$ cat src/rtl/raster_pkg.sv
package raster_pkg;

  // One decoded raster event set per position
  typedef struct packed {
    logic hs_on;
    logic hs_off;
    logic vs_on;
    logic vs_off;
    logic irq_set;
    logic irq_clr;
  } raster_evt_t;

endpackage

$ cat src/rtl/raster_counter.sv
module raster_counter #(
  parameter int H_MAX = 1023,
  parameter int V_MAX = 311,
  localparam int XW = $clog2(H_MAX + 1),
  localparam int YW = $clog2(V_MAX + 1)
) (
  input  logic          clk,
  input  logic          rst,
  output logic [XW-1:0] x_o,
  output logic [YW-1:0] y_o,
  output logic [XW-1:0] x_nxt_o,
  output logic [YW-1:0] y_nxt_o,
  output logic          eol_o
);

  localparam logic [XW-1:0] X_LAST = XW'(H_MAX);
  localparam logic [YW-1:0] Y_LAST = YW'(V_MAX);

  logic [XW-1:0] x_q, x_nxt;
  logic [YW-1:0] y_q, y_nxt;
  logic          x_wrap;
  logic          eol_q;

  always_comb begin
    x_wrap = (x_q == X_LAST);
    x_nxt  = x_wrap ? '0 : x_q + 1'b1;
    y_nxt  = y_q;
    if (x_wrap) begin
      y_nxt = (y_q == Y_LAST) ? '0 : y_q + 1'b1;
    end
  end

  always_ff @(posedge clk) begin
    if (rst) begin
      x_q   <= '0;
      y_q   <= '0;
      eol_q <= 1'b0;
    end else begin
      x_q   <= x_nxt;
      y_q   <= y_nxt;
      eol_q <= x_wrap;
    end
  end

  assign x_o     = x_q;
  assign y_o     = y_q;
  assign x_nxt_o = x_nxt;
  assign y_nxt_o = y_nxt;
  assign eol_o   = eol_q;

  p_x_step_r2: assert property (@(posedge clk) disable iff (rst)
    (x_q != X_LAST) |=> (x_q == $past(x_q) + 1'b1));
  p_x_wrap_r2: assert property (@(posedge clk) disable iff (rst)
    (x_q == X_LAST) |=> (x_q == '0));
  p_y_hold_r3: assert property (@(posedge clk) disable iff (rst)
    (x_q != X_LAST) |=> $stable(y_q));
  p_y_wrap_r3: assert property (@(posedge clk) disable iff (rst)
    (x_q == X_LAST && y_q == Y_LAST) |=> (y_q == '0));
  p_eol_follow_r4: assert property (@(posedge clk) disable iff (rst)
    (x_q == X_LAST) |=> eol_q);

endmodule

$ cat src/rtl/raster_event_decode.sv
module raster_event_decode
  import raster_pkg::*;
#(
  parameter int H_MAX          = 1023,
  parameter int V_MAX          = 311,
  parameter int HSYNC_END      = 75,
  parameter int VSYNC_END_LINE = 2,
  parameter int LAST_PIX_LINE  = 256,
  localparam int XW = $clog2(H_MAX + 1),
  localparam int YW = $clog2(V_MAX + 1)
) (
  input  logic [XW-1:0] x_i,
  input  logic [YW-1:0] y_i,
  output raster_evt_t   evt_o
);

  localparam logic [XW-1:0] X_HS_END = XW'(HSYNC_END);
  localparam logic [XW-1:0] X_HALF   = XW'(H_MAX / 2);
  localparam logic [YW-1:0] Y_VS_END = YW'(VSYNC_END_LINE);
  localparam logic [YW-1:0] Y_IRQ    = YW'(LAST_PIX_LINE);

  // Priority: line start first, then hsync end, then mid-line vsync end
  always_comb begin
    evt_o = '0;
    if (x_i == '0) begin
      evt_o.hs_on = 1'b1;
      if (y_i == '0) begin
        evt_o.vs_on   = 1'b1;
        evt_o.irq_clr = 1'b1;
      end else if (y_i == Y_IRQ) begin
        evt_o.irq_set = 1'b1;
      end
    end else if (x_i == X_HS_END) begin
      evt_o.hs_off = 1'b1;
    end else if (y_i == Y_VS_END && x_i == X_HALF) begin
      evt_o.vs_off = 1'b1;
    end
  end

endmodule

$ cat src/rtl/raster_flag.sv
module raster_flag #(
  parameter bit ON_LEVEL  = 1'b1,
  parameter bit RST_LEVEL = 1'b0
) (
  input  logic clk,
  input  logic rst,
  input  logic on_i,
  input  logic off_i,
  output logic q_o
);

  logic q;

  always_ff @(posedge clk) begin
    if (rst)        q <= RST_LEVEL;
    else if (on_i)  q <= ON_LEVEL;
    else if (off_i) q <= ~ON_LEVEL;
  end

  assign q_o = q;

  // Sync and interrupt levels hold between their events
  p_flag_hold_r5: assert property (@(posedge clk) disable iff (rst)
    (!on_i && !off_i) |=> $stable(q));

endmodule

$ cat src/rtl/raster_window.sv
module raster_window #(
  parameter int H_MAX         = 1023,
  parameter int V_MAX         = 311,
  parameter int LAST_PIX_LINE = 256,
  parameter int PIX_XMIN      = 128,
  parameter int PIX_XMAX      = 768,
  localparam int XW = $clog2(H_MAX + 1),
  localparam int YW = $clog2(V_MAX + 1)
) (
  input  logic          clk,
  input  logic          rst,
  input  logic [XW-1:0] x_nxt_i,
  input  logic [YW-1:0] y_nxt_i,
  output logic          in_frame_o
);

  localparam bit RST_IN = (LAST_PIX_LINE > 0) && (PIX_XMIN == 0);

  logic in_q;

  // Registered from next position so it lines up with x_o / y_o
  always_ff @(posedge clk) begin
    if (rst) begin
      in_q <= RST_IN;
    end else begin
      in_q <= (int'(y_nxt_i) < LAST_PIX_LINE) &&
              (int'(x_nxt_i) >= PIX_XMIN) &&
              (int'(x_nxt_i) < PIX_XMAX);
    end
  end

  assign in_frame_o = in_q;

endmodule

$ cat src/rtl/raster_sync_gen.sv
module raster_sync_gen
  import raster_pkg::*;
#(
  parameter int H_MAX          = 1023,
  parameter int V_MAX          = 311,
  parameter int HSYNC_END      = 75,
  parameter int VSYNC_END_LINE = 2,
  parameter int LAST_PIX_LINE  = 256,
  parameter int PIX_XMIN       = 128,
  parameter int PIX_XMAX       = 768,
  localparam int XW = $clog2(H_MAX + 1),
  localparam int YW = $clog2(V_MAX + 1)
) (
  input  logic          clk,
  input  logic          rst,
  output logic          hsync_n_o,
  output logic          vsync_n_o,
  output logic          irq_o,
  output logic          eol_o,
  output logic          in_frame_o,
  output logic [XW-1:0] x_o,
  output logic [YW-1:0] y_o
);

  localparam int X_HALF = H_MAX / 2;

  logic [XW-1:0] x_cur, x_nxt;
  logic [YW-1:0] y_cur, y_nxt;
  raster_evt_t   evt;

  raster_counter #(.H_MAX(H_MAX), .V_MAX(V_MAX)) u_cnt (
    .clk(clk), .rst(rst),
    .x_o(x_cur), .y_o(y_cur),
    .x_nxt_o(x_nxt), .y_nxt_o(y_nxt),
    .eol_o(eol_o)
  );

  raster_event_decode #(
    .H_MAX(H_MAX), .V_MAX(V_MAX), .HSYNC_END(HSYNC_END),
    .VSYNC_END_LINE(VSYNC_END_LINE), .LAST_PIX_LINE(LAST_PIX_LINE)
  ) u_dec (
    .x_i(x_cur), .y_i(y_cur), .evt_o(evt)
  );

  raster_flag #(.ON_LEVEL(1'b0), .RST_LEVEL(1'b1)) u_hs (
    .clk(clk), .rst(rst), .on_i(evt.hs_on), .off_i(evt.hs_off), .q_o(hsync_n_o)
  );

  raster_flag #(.ON_LEVEL(1'b0), .RST_LEVEL(1'b1)) u_vs (
    .clk(clk), .rst(rst), .on_i(evt.vs_on), .off_i(evt.vs_off), .q_o(vsync_n_o)
  );

  raster_flag #(.ON_LEVEL(1'b1), .RST_LEVEL(1'b0)) u_irq (
    .clk(clk), .rst(rst), .on_i(evt.irq_set), .off_i(evt.irq_clr), .q_o(irq_o)
  );

  raster_window #(
    .H_MAX(H_MAX), .V_MAX(V_MAX), .LAST_PIX_LINE(LAST_PIX_LINE),
    .PIX_XMIN(PIX_XMIN), .PIX_XMAX(PIX_XMAX)
  ) u_win (
    .clk(clk), .rst(rst), .x_nxt_i(x_nxt), .y_nxt_i(y_nxt), .in_frame_o(in_frame_o)
  );

  assign x_o = x_cur;
  assign y_o = y_cur;

  p_rst_state_r9: assert property (@(posedge clk) disable iff (rst)
    $past(rst) |-> (x_o == '0 && y_o == '0 && hsync_n_o && vsync_n_o && !irq_o && !eol_o));
  p_eol_pos_r4: assert property (@(posedge clk) disable iff (rst)
    eol_o |-> (x_o == '0));
  p_hsync_win_r5: assert property (@(posedge clk) disable iff (rst)
    hsync_n_o == !(int'(x_o) >= 1 && int'(x_o) <= HSYNC_END));
  p_vs_start_r6: assert property (@(posedge clk) disable iff (rst)
    (int'(x_o) == 1 && y_o == '0) |-> !vsync_n_o);
  p_vs_end_r6: assert property (@(posedge clk) disable iff (rst)
    (int'(x_o) == X_HALF + 1 && int'(y_o) == VSYNC_END_LINE) |-> vsync_n_o);
  p_irq_set_r7: assert property (@(posedge clk) disable iff (rst)
    (int'(x_o) == 1 && int'(y_o) == LAST_PIX_LINE) |-> irq_o);
  p_irq_clr_r7: assert property (@(posedge clk) disable iff (rst)
    (int'(x_o) == 1 && y_o == '0) |-> !irq_o);
  p_in_frame_r8: assert property (@(posedge clk) disable iff (rst)
    in_frame_o == (int'(y_o) < LAST_PIX_LINE && int'(x_o) >= PIX_XMIN &&
                   int'(x_o) < PIX_XMAX));

endmodule

$ cat config.mk
export PLATFORM = sky130hd
export DESIGN_NAME = raster_sync_gen
export DESIGN_NICKNAME = d
export VERILOG_FILES = /design/src/rtl/raster_pkg.sv /design/src/rtl/raster_counter.sv /design/src/rtl/raster_event_decode.sv /design/src/rtl/raster_flag.sv /design/src/rtl/raster_window.sv /design/src/rtl/raster_sync_gen.sv
export SDC_FILE = /design/constraint.sdc
export NUM_CORES = 1
export LEC_CHECK = 0
export BUFFER_PORTS_ARGS = -buffer_cell sky130_fd_sc_hd__buf_2
export CAP_MARGIN = 20
export CORE_MARGIN = 2
export CORE_UTILIZATION = 40
export DETAILED_ROUTE_END_ITERATION = 10
export GPL_TIMING_DRIVEN = 1
export SYNTH_ARGS = -nofsm -noshare
export SYNTH_HDL_FRONTEND = slang
export SYNTH_SLANG_ARGS = --single-unit
$ cat constraint.sdc
create_clock -name clk -period 3.5 [get_ports clk]
set_clock_uncertainty 0.15 [all_clocks]
set_input_delay 0 -clock clk [delete_from_list [all_inputs] [get_ports clk]]
set_output_delay 0 -clock clk [all_outputs]
set_load 0.1 [all_outputs]
# Word level (Yosys, flattened, before mapping)
# Cells that the tools add are included.
[op_classes] add_sub_neg=2 order_cmp=3 n_eq_ne=6 muxes=20 reduce_logical=8
[ops] cell="equality test 9 bit (second input constant)" count=2
[ops] cell="2-to-1 mux 9 bit" count=2
[ops] cell="2-to-1 mux 1 bit" count=16
[ops] cell="adder 10 x 1 -> 10 bit (second input constant)" count=1
[ops] cell="equality test 10 bit (second input constant)" count=1
[ops] cell="equality test 10 x 7 -> 1 bit (second input constant)" count=1
[ops] cell="equality test 10 x 9 -> 1 bit (second input constant)" count=1
[ops] cell="greater-or-equal comparator 10 x 8 -> 1 bit (second input constant)" count=1
[ops] cell="zero test 10 bit" count=1
[ops] cell="less-than comparator 10 bit (second input constant)" count=1
[ops] cell="2-to-1 mux 10 bit" count=1
[ops] cell="adder 9 x 1 -> 9 bit (second input constant)" count=1
[ops] cell="equality test 9 x 2 -> 1 bit (second input constant)" count=1
[ops] cell="zero test 9 bit" count=1
[ops] cell="less-than comparator 9 bit (second input constant)" count=1
[ops] cell="nonzero test 2 bit" count=3
[ops] cell="logical AND 1 bit" count=3
[ops] cell="2-to-1 mux 2 bit" count=1
[word_totals] reg_bits=24 in_bits=2 output_inout_bits=24

# Depth between registers and ports, before layout
# Gate-level depths: netlist (run 1).
[logic_depth] ltp_word=7 depth_mapped=7 mapped_depth_nobuf=6

# Modules after synthesis
# Synthesis (run 1) repeated with hierarchy kept, for this count alone.
[hier_totals] cells_unflattened=155 hier_area_um2=1312.5
[modules_own_cells] module="raster_counter" instances=1 cells_each=124 area_per_inst_um2=1051.0 seq_area_each_um2=400.4
[modules_own_cells] module="raster_event_decode" instances=1 cells_each=18 area_per_inst_um2=112.6 seq_area_each_um2=0.0
[modules_own_cells] module="raster_flag at u_hs ..." instances=2 cells_each=3 area_per_inst_um2=35.0 seq_area_each_um2=20.0
[modules_own_cells] module="raster_window" instances=1 cells_each=3 area_per_inst_um2=40.0 seq_area_each_um2=20.0
[modules_own_cells] module="raster_flag at u_irq" instances=1 cells_each=4 area_per_inst_um2=38.8 seq_area_each_um2=20.0

# Worst setup path after synthesis (run 1)
# No wires, ideal clock.
[synth_path] path_kind="register to register" start="reg u_cnt.x_q[0] (netlist: u_cnt.x_o[0])" end="reg u_win.in_q (netlist: u_win.in_frame_o)" setup_time_ps=129 arrival_time_ps=2458 slack_ps=763 stages_incl_launch_ff=7 n_path_buf=0 period_less_slack_ps=2737 cell_sequence="dfxtp_1 ha_1 nand4_2 nor4_2 nand3_2 a22oi_2 a221oi_2"
[synth_via] elab_chain_len=5 word_cells_on_any_way=9 classes_between="add/sub: 1; order compare: 3; eq/ne: 1; mux: 2; reduce/logical: 2"
[synth_lines] item="from (decl)" line="raster_counter.sv:19" source="logic [XW-1:0] x_q, x_nxt;"
[synth_lines] item="from (signal assigned)" line="raster_counter.sv:39" source="x_q <= x_nxt;"
[synth_lines] item="adder 10 x 1 -> 10 bit or equality test 10 bit (tied branches)" line="raster_counter.sv:26, raster_counter.sv:25"
[synth_lines] item="2-to-1 mux 10 bit or 2-to-1 mux 9 bit (tied branches)" line="raster_counter.sv:26, raster_counter.sv:28"
[synth_lines] item="greater-or-equal comparator 10 x 8 -> 1 bit or less-than comparator 9 bit (tied branches)" line="raster_window.sv:27, raster_window.sv:26"
[synth_lines] item="logical AND 1 bit" line="raster_window.sv:26" source="in_q <= (int'(y_nxt_i) < LAST_PIX_LINE) &&"
[synth_lines] item="logical AND 1 bit (*)" line="raster_window.sv:27" source="(int'(x_nxt_i) >= PIX_XMIN) &&"
[synth_lines] item="to (signal assigned)" line="raster_window.sv:26"
[synth_lines] item="to (decl)" line="raster_window.sv:19" source="logic in_q;"
# Every way passes the cells marked *; elsewhere a longest branch is shown, timed or not.
# A chain may end at the register's enable or synchronous reset.

# Worst setup path after layout (run 1)
[layout_path] start="reg u_cnt.x_q[0] (netlist: u_cnt.x_o[0])" end="reg u_cnt.y_q[4] (netlist: u_cnt.y_o[4])"
[layout_via] elab_chain_len=2
[layout_lines] item="equality test 10 bit" line="raster_counter.sv:25" source="x_wrap = (x_q == X_LAST);"
[layout_lines] item="2-to-1 mux 9 bit" line="raster_counter.sv:28" source="if (x_wrap) begin"
[layout_lines] item="to (signal assigned)" line="raster_counter.sv:40" source="y_q <= y_nxt;"
[layout_lines] item="to (decl)" line="raster_counter.sv:20" source="logic [YW-1:0] y_q, y_nxt;"
# Every way passes these cells.

==> out/qor.yml, run 1 <==
status: "completed"
drt_iter0_markers: 35
crit_path_end_kind: "flip-flop"
drt-total-wl_um: 2800
busiest_layer: "met1"
syn_area_per_cell_um2: 8.99
clkSlewWorstSetupHoldPaths_ps: 120
worstMarginPinSlew_ps: 799
crit_required_ps: 3550
layout-drive-gt1-share_pct: 26.3
root_buffer: "clkbuf_4"
die_area_um2: 3730
gp_congestion: 0.797
grt_pass1_vias: 982
hold_viol_final: 0
crit_fanout: 13
ys_seq_elements: 24
via_per_inst: 5.24
cts_resized: 0
syn-cell-area_um2: 1300
grt_use_met3_pct: 4.41
grt_use_met2_pct: 24.2
cp_data_arrival_time_ps: 2740
die_w_um: 61.1
antenna_cells: 0
crit_path_end: "u_cnt.y_o[4]$_SDFFE_PP0N_"
max_slew_margin_pct: 46.5
port_buffers: 25
antenna_left: 0
grtUsageMet1_pct: 25.2
antenna_found_initial: 0
vias: 1105
cts_buffers: 3
final_nets: 176
rows: 20
path_depth: 6
post_drt_wl_per_cell_um: 13.3
ys_types: 45
clockBufferDepth: 2
grt_pass1_wl_um: 4670
htree_levels: 1
setup_tns_ps: 0
cp_cell_sequence: "ha_1, nand4_2, nor3_2, and3_2, a21o_1, nor2_1"
crit_type: "flip-flop to flip-flop"
worstSkewPairLatency_ps: 310
coreArea_um2: 3080
worstRegToRegCells: 6
maxSlewViolCount: 0
postCtsSetupBuffers: 0
power_w: 0.000479
gr-total-overflow: 0
regToRegStartpoint: "u_cnt.x_o[0]$_SDFF_PP0_"
synth-edff-count: 0
p_per_area_nw_per_um2: 329
period_needed_ps: 2680
p_leak_nw: 0.606
path_delay_family: "simple AND/OR/NAND/NOR gates"
critical_path.slowest_cell: "nor3_2"
clock.fmax_ghz: 0.373
design_area_um2: 1460
drtPass1Iterations: 4
rsz0062_at_grt: "false"
dpl-instance-area_um2: 1420
r2r_end: "u_cnt.y_o[4]$_SDFFE_PP0N_"
synthArstFlopShare_pct: 0
grt_max_degree: 21
worstHoldStart: "u_irq.q_o$_SDFFE_PP0P_"
io_pins: 26
syn_inst: 145
worstHoldPathType: "flip-flop to flip-flop"
cp_slowest_stage_delay_ps: 740
r2r_slack_ps: 820
fin_crit_sh_pct: 76.7
dp_hpwl_um: 2000
area_delta_synth_final_pct: 11.7
startpoint_type: "flip-flop"
vdd_drop_max_mv: 0.234
track_usage_pct: 16.7
maxCapViolCount: 0
critPathLaunch: "u_cnt.x_o[0]$_SDFF_PP0_"
die_height_um: 61.1
clkSinkCount: 24
drc: 0
finalSetupViolCount: 0
initial_core_util_pct: 42.4
synth_ff_type: "dfxtp_1"
yosysSeqAreaShare_pct: 36.9
cts_tree: "yes"
synth_nets: 152
yosysWarningCount: 0
path_buf_inv: 0
## final cells by class
class                      instances  area [um2]
fill                             317        1620
multi-input combinational        106         733
sequential                        24         480
timing repair buffer              26         135
tap                               44        55.1
inverter                           8        30.0
clock buffer                       3        22.5
## cells in the mapped netlist (3+ instances only)
cell type / instances / share of area [%]
nand4_1: 4 / 1.9
inv_1: 8 / 2.3
nand2_1: 9 / 2.6
nand3_2: 3 / 2.3
xnor2_1: 5 / 3.4
nor3_1: 5 / 1.9
buf_6: 3 / 2.6
dfxtp_1: 24 / 37
ha_1: 5 / 4.8
nor2_1: 20 / 5.8
a21oi_1: 6 / 2.3
xor2_1: 7 / 4.7
nand3_1: 7 / 2.7
## metal layers
| metal | wire [um] | vias up |
|---|---|---|
| li1 | - | 561 |
| met1 | 1380 | 516 |
| met2 | 1270 | 26 |
| met3 | 131 | 2 |
| met4 | 19 | 0 |
| met5 | 0 | - |
## logic make-up (layout without fill, tap and decap cells)
logic type               count (synthesis)  count (layout)  synth area share [%]
AND/OR/NAND/NOR                         67              67                  29.6
flip-flops                              24              24                  36.9
AO/OA/AOI/OAI                           21              21                  13.1
buffers and inverters                   15              37                  6.91
XOR/XNOR                                12              12                  8.06
adder cells (fa/ha/maj)                  5               5                  4.80
multiplexers                             1               1                 0.768
## flip-flops by register name (all words and copies together), names as in the netlist
signal,cells
u_hs.q_o,1
u_cnt.x_o,10
u_vs.q_o,1
u_win.in_frame_o,1
u_cnt.y_o,9
u_cnt.eol_o,1
u_irq.q_o,1
## timing repair
item,CTS,global route
setup endpoints to repair,0,0
hold endpoints to repair,10,0
hold buffers,1,0
## worst register-to-register path: stages, from the launching register on
cell and delay, ps:
dfxtp_1 460, ha_1 310, nand4_2 290, nor3_2 740, and3_2 340, a21o_1 220
nor2_1 70
## worst min-delay path by stage
stage	endpoint	slack, ps	depth (start not counted)
2_1_floorplan	u_win.in_frame_o$_SDFF_PP0_	150	3
3_3_place_gp	u_cnt.y_o[6]$_SDFFE_PP0N_	260	2
3_5_place_dp	u_cnt.y_o[6]$_SDFFE_PP0N_	260	2
4_1_cts	u_irq.q_o$_SDFFE_PP0P_	380	2
5_1_grt	u_hs.q_o$_SDFFE_PP1P_	410	1
6_report	u_irq.q_o$_SDFFE_PP0P_	360	2
## where the power goes
part | internal [W] | switching (W)
clock network | 0.0000402 | 0.0000786
registers | 0.000279 | 0.00000673
logic | 0.0000166 | 0.0000579
## stage by stage
step / util, % / cells / hold slack [ps] / setup slack, ps
floorplan: - / 145 / 147 / 763
global placement: 46.3 / 207 / 257 / 991
detailed placement: 46.3 / 207 / 255 / 848
CTS: 47.3 / 211 / 378 / 836
global route: 47.3 / 211 / 411 / 625
finish: 47.3 / 211 / 362 / 816
## layout by cell type (no fill, tap or decap), types with 2 or more instances in the layout
cell / n
o21ai_0: 2
nor3_1: 5
nand2_1: 9
nor2_1: 20
xor2_1: 7
xnor2_1: 5
inv_1: 8
a21oi_1: 6
ha_1: 5
dfxtp_1: 24
or3_2: 2
nand4_1: 4
or3_1: 2
nor4_2: 2
and3_1: 2
nand3_1: 7
buf_2: 25
clkbuf_4: 3
nor4_1: 2
nand3_2: 3
Note: power is estimated with default switching activity, not from simulation.
==> inputs of run 2 (changes only) <==
==> constraint.sdc (replaced) <==
create_clock -name clk -period 2.34 [get_ports clk]
set_clock_uncertainty 0.15 [all_clocks]
set_input_delay 0 -clock clk [delete_from_list [all_inputs] [get_ports clk]]
set_output_delay 0 -clock clk [all_outputs]
set_load 0.1 [all_outputs]
==> run 2 against run 1 <==
First-iteration DRC count down 40%. Sequential share of layout area up 0.21 points. Critical path depth did not move. Global-route usage shrank 0.19 points. Worst setup slack worse by 430 ps. Total power grew 58%. Via count rose by 2.6%. Sequential cell count did not move. Combinational power up 50%. Routed wire length increased by 1.4%. Critical path type unchanged.
==> out/qor.yml, run 2 (synthesis gave the netlist of run 1 again) <==
max_slew_margin_pct: 67.4
io_pins: 26
coreArea_um2: 3080
antenna_cells: 0
period_needed_ps: 1950
rows: 20
layout_common_cells: "buf_2, nor2_1, dfxtp_1"
layout-drive-gt1-share_pct: 34.1
antenna_found_initial: 0
die_area_um2: 3730
drc: 0
die_w_um: 61.1
fin_crit_sh_pct: 83.5
drtPass1Iterations: 4
post_drt_wl_per_cell_um: 13.3
r2r_slack_ps: 390
r2r_end: "u_win.in_frame_o$_SDFF_PP0_"
p_leak_nw: 0.629
dpl-instance-area_um2: 1460
p_per_area_nw_per_um2: 505
hold_viol_final: 0
final_common_cell: "buf_2"
crit_required_ps: 2400
port_buffers: 25
final_nets: 178
initial_core_util_pct: 42.4
worstHoldPathType: "flip-flop to flip-flop"
grt_pass1_wl_um: 4610
worstHoldStart: "u_cnt.x_o[0]$_SDFF_PP0_"
grt_pass1_vias: 987
clkSlewWorstSetupHoldPaths_ps: 130
min_delay_worst_endpoint: "u_cnt.x_o[0]$_SDFF_PP0_"
dp_hpwl_um: 2090
regToRegStartpoint: "u_cnt.x_o[0]$_SDFF_PP0_"
antenna_left: 0
track_usage_pct: 16.5
clock.fmax_ghz: 0.512
rsz0062_at_grt: "false"
grt_max_degree: 21
finalSetupViolCount: 0
startpoint_type: "flip-flop"
vdd_drop_max_mv: 0.218
crit_fanout: 7
vias: 1134
worstSkewPairLatency_ps: 310
htree_levels: 1
postCtsSetupBuffers: 0
setup_tns_ps: 0
cts_tree: "yes"
drt_iter0_markers: 21
drt-total-wl_um: 2840
gp_congestion: 0.860
area_delta_synth_final_pct: 15.4
via_per_inst: 5.30
root_buffer: "clkbuf_4"
design_area_um2: 1500
cp_data_arrival_time_ps: 2020
hold-path-cell-count: 1
worstRegToRegCells: 6
cts_buffers: 3
clkSinkCount: 24
crit_path_end_kind: "flip-flop"
largest_register_ffs: 10
crit_type: "flip-flop to flip-flop"
maxCapViolCount: 0
gr-total-overflow: 0
clockBufferDepth: 2
status: "completed"
die_height_um: 61.1
n_fill_cell: 313
worstMarginPinSlew_ps: 492
maxSlewViolCount: 0
[run 2: changes by cell type in the layout (fill, tap and decap cells not counted)]
cell      change
buf_4         +2
clkbuf_8      +1
dfxtp_1      -11
dfxtp_2       +9
dfxtp_4       +2
[run 2: metrics by stage]
| stage | std cells | setup WS (ps) | util (%) | power, W | hold WS [ps] |
|---|---|---|---|---|---|
| final | 214 | 387 | 48.9 | 0.000759 | 329 |
| after global routing | 214 | 243 | 48.9 | 0.000800 | 342 |
| after CTS | 214 | 407 | 48.9 | 0.000773 | 329 |
| after detailed placement | 209 | 419 | 47.4 | 0.000547 | 258 |
| after global placement | 209 | 454 | 47.4 | 0.000546 | 250 |
| after floorplan | 145 | 34.9 | - | 0.000533 | 147 |
[run 2: area by class of cell]
class                   count  area [um2]  area share, %
flip-flops and latches     24         499           33.2
clock buffers               4        36.3           2.41
well taps                  44        55.1           3.66
repair buffers             28         150           9.98
multi-input cells         106         733           48.8
inverters                   8        30.0           2.00
[run 2: how the worst max path moves through the flow]
stage | from | end | slack, ps | cells after the start
finish | u_cnt.x_o[0]$_SDFF_PP0_ | u_win.in_frame_o$_SDFF_PP0_ | 390 | 6
global placement | u_cnt.x_o[0]$_SDFF_PP0_ | u_win.in_frame_o$_SDFF_PP0_ | 450 | 6
CTS | u_cnt.x_o[0]$_SDFF_PP0_ | u_win.in_frame_o$_SDFF_PP0_ | 410 | 6
global route | u_cnt.x_o[0]$_SDFF_PP0_ | u_win.in_frame_o$_SDFF_PP0_ | 240 | 6
detailed placement | u_cnt.x_o[0]$_SDFF_PP0_ | u_win.in_frame_o$_SDFF_PP0_ | 420 | 6
floorplan | u_cnt.x_o[9]$_SDFF_PP0_ | u_win.in_frame_o$_SDFF_PP0_ | 30 | 6
[run 2: what timing repair did]
action,CTS,global route
hold endpoints to repair,15,0
hold buffers,1,0
resized for setup,0,0
[run 2: per-layer routing]
layer	routed length (um)	GRT usage, %	part of all wire [%]
met1	1400	23.7	49
met2	1310	24.3	46
met3	100	2.94	3.5
met4	30	6.83	1.1
met5	0	0	0
[run 2: worst max-delay path, cell delays in order, from the launching register on]
cell	delay, ps
dfxtp_4	400
ha_1	260
a32oi_1	180
o31ai_1	440
nand3_1	170
o2111ai_1	150
a221oi_2	90
[run 2: power by group]
part / internal (W) / switching [W]
Combinational: 0.0000250 / 0.0000867
Sequential: 0.000417 / 0.0000103
Clock: 0.0000951 / 0.000125
Total: 0.000537 / 0.000222
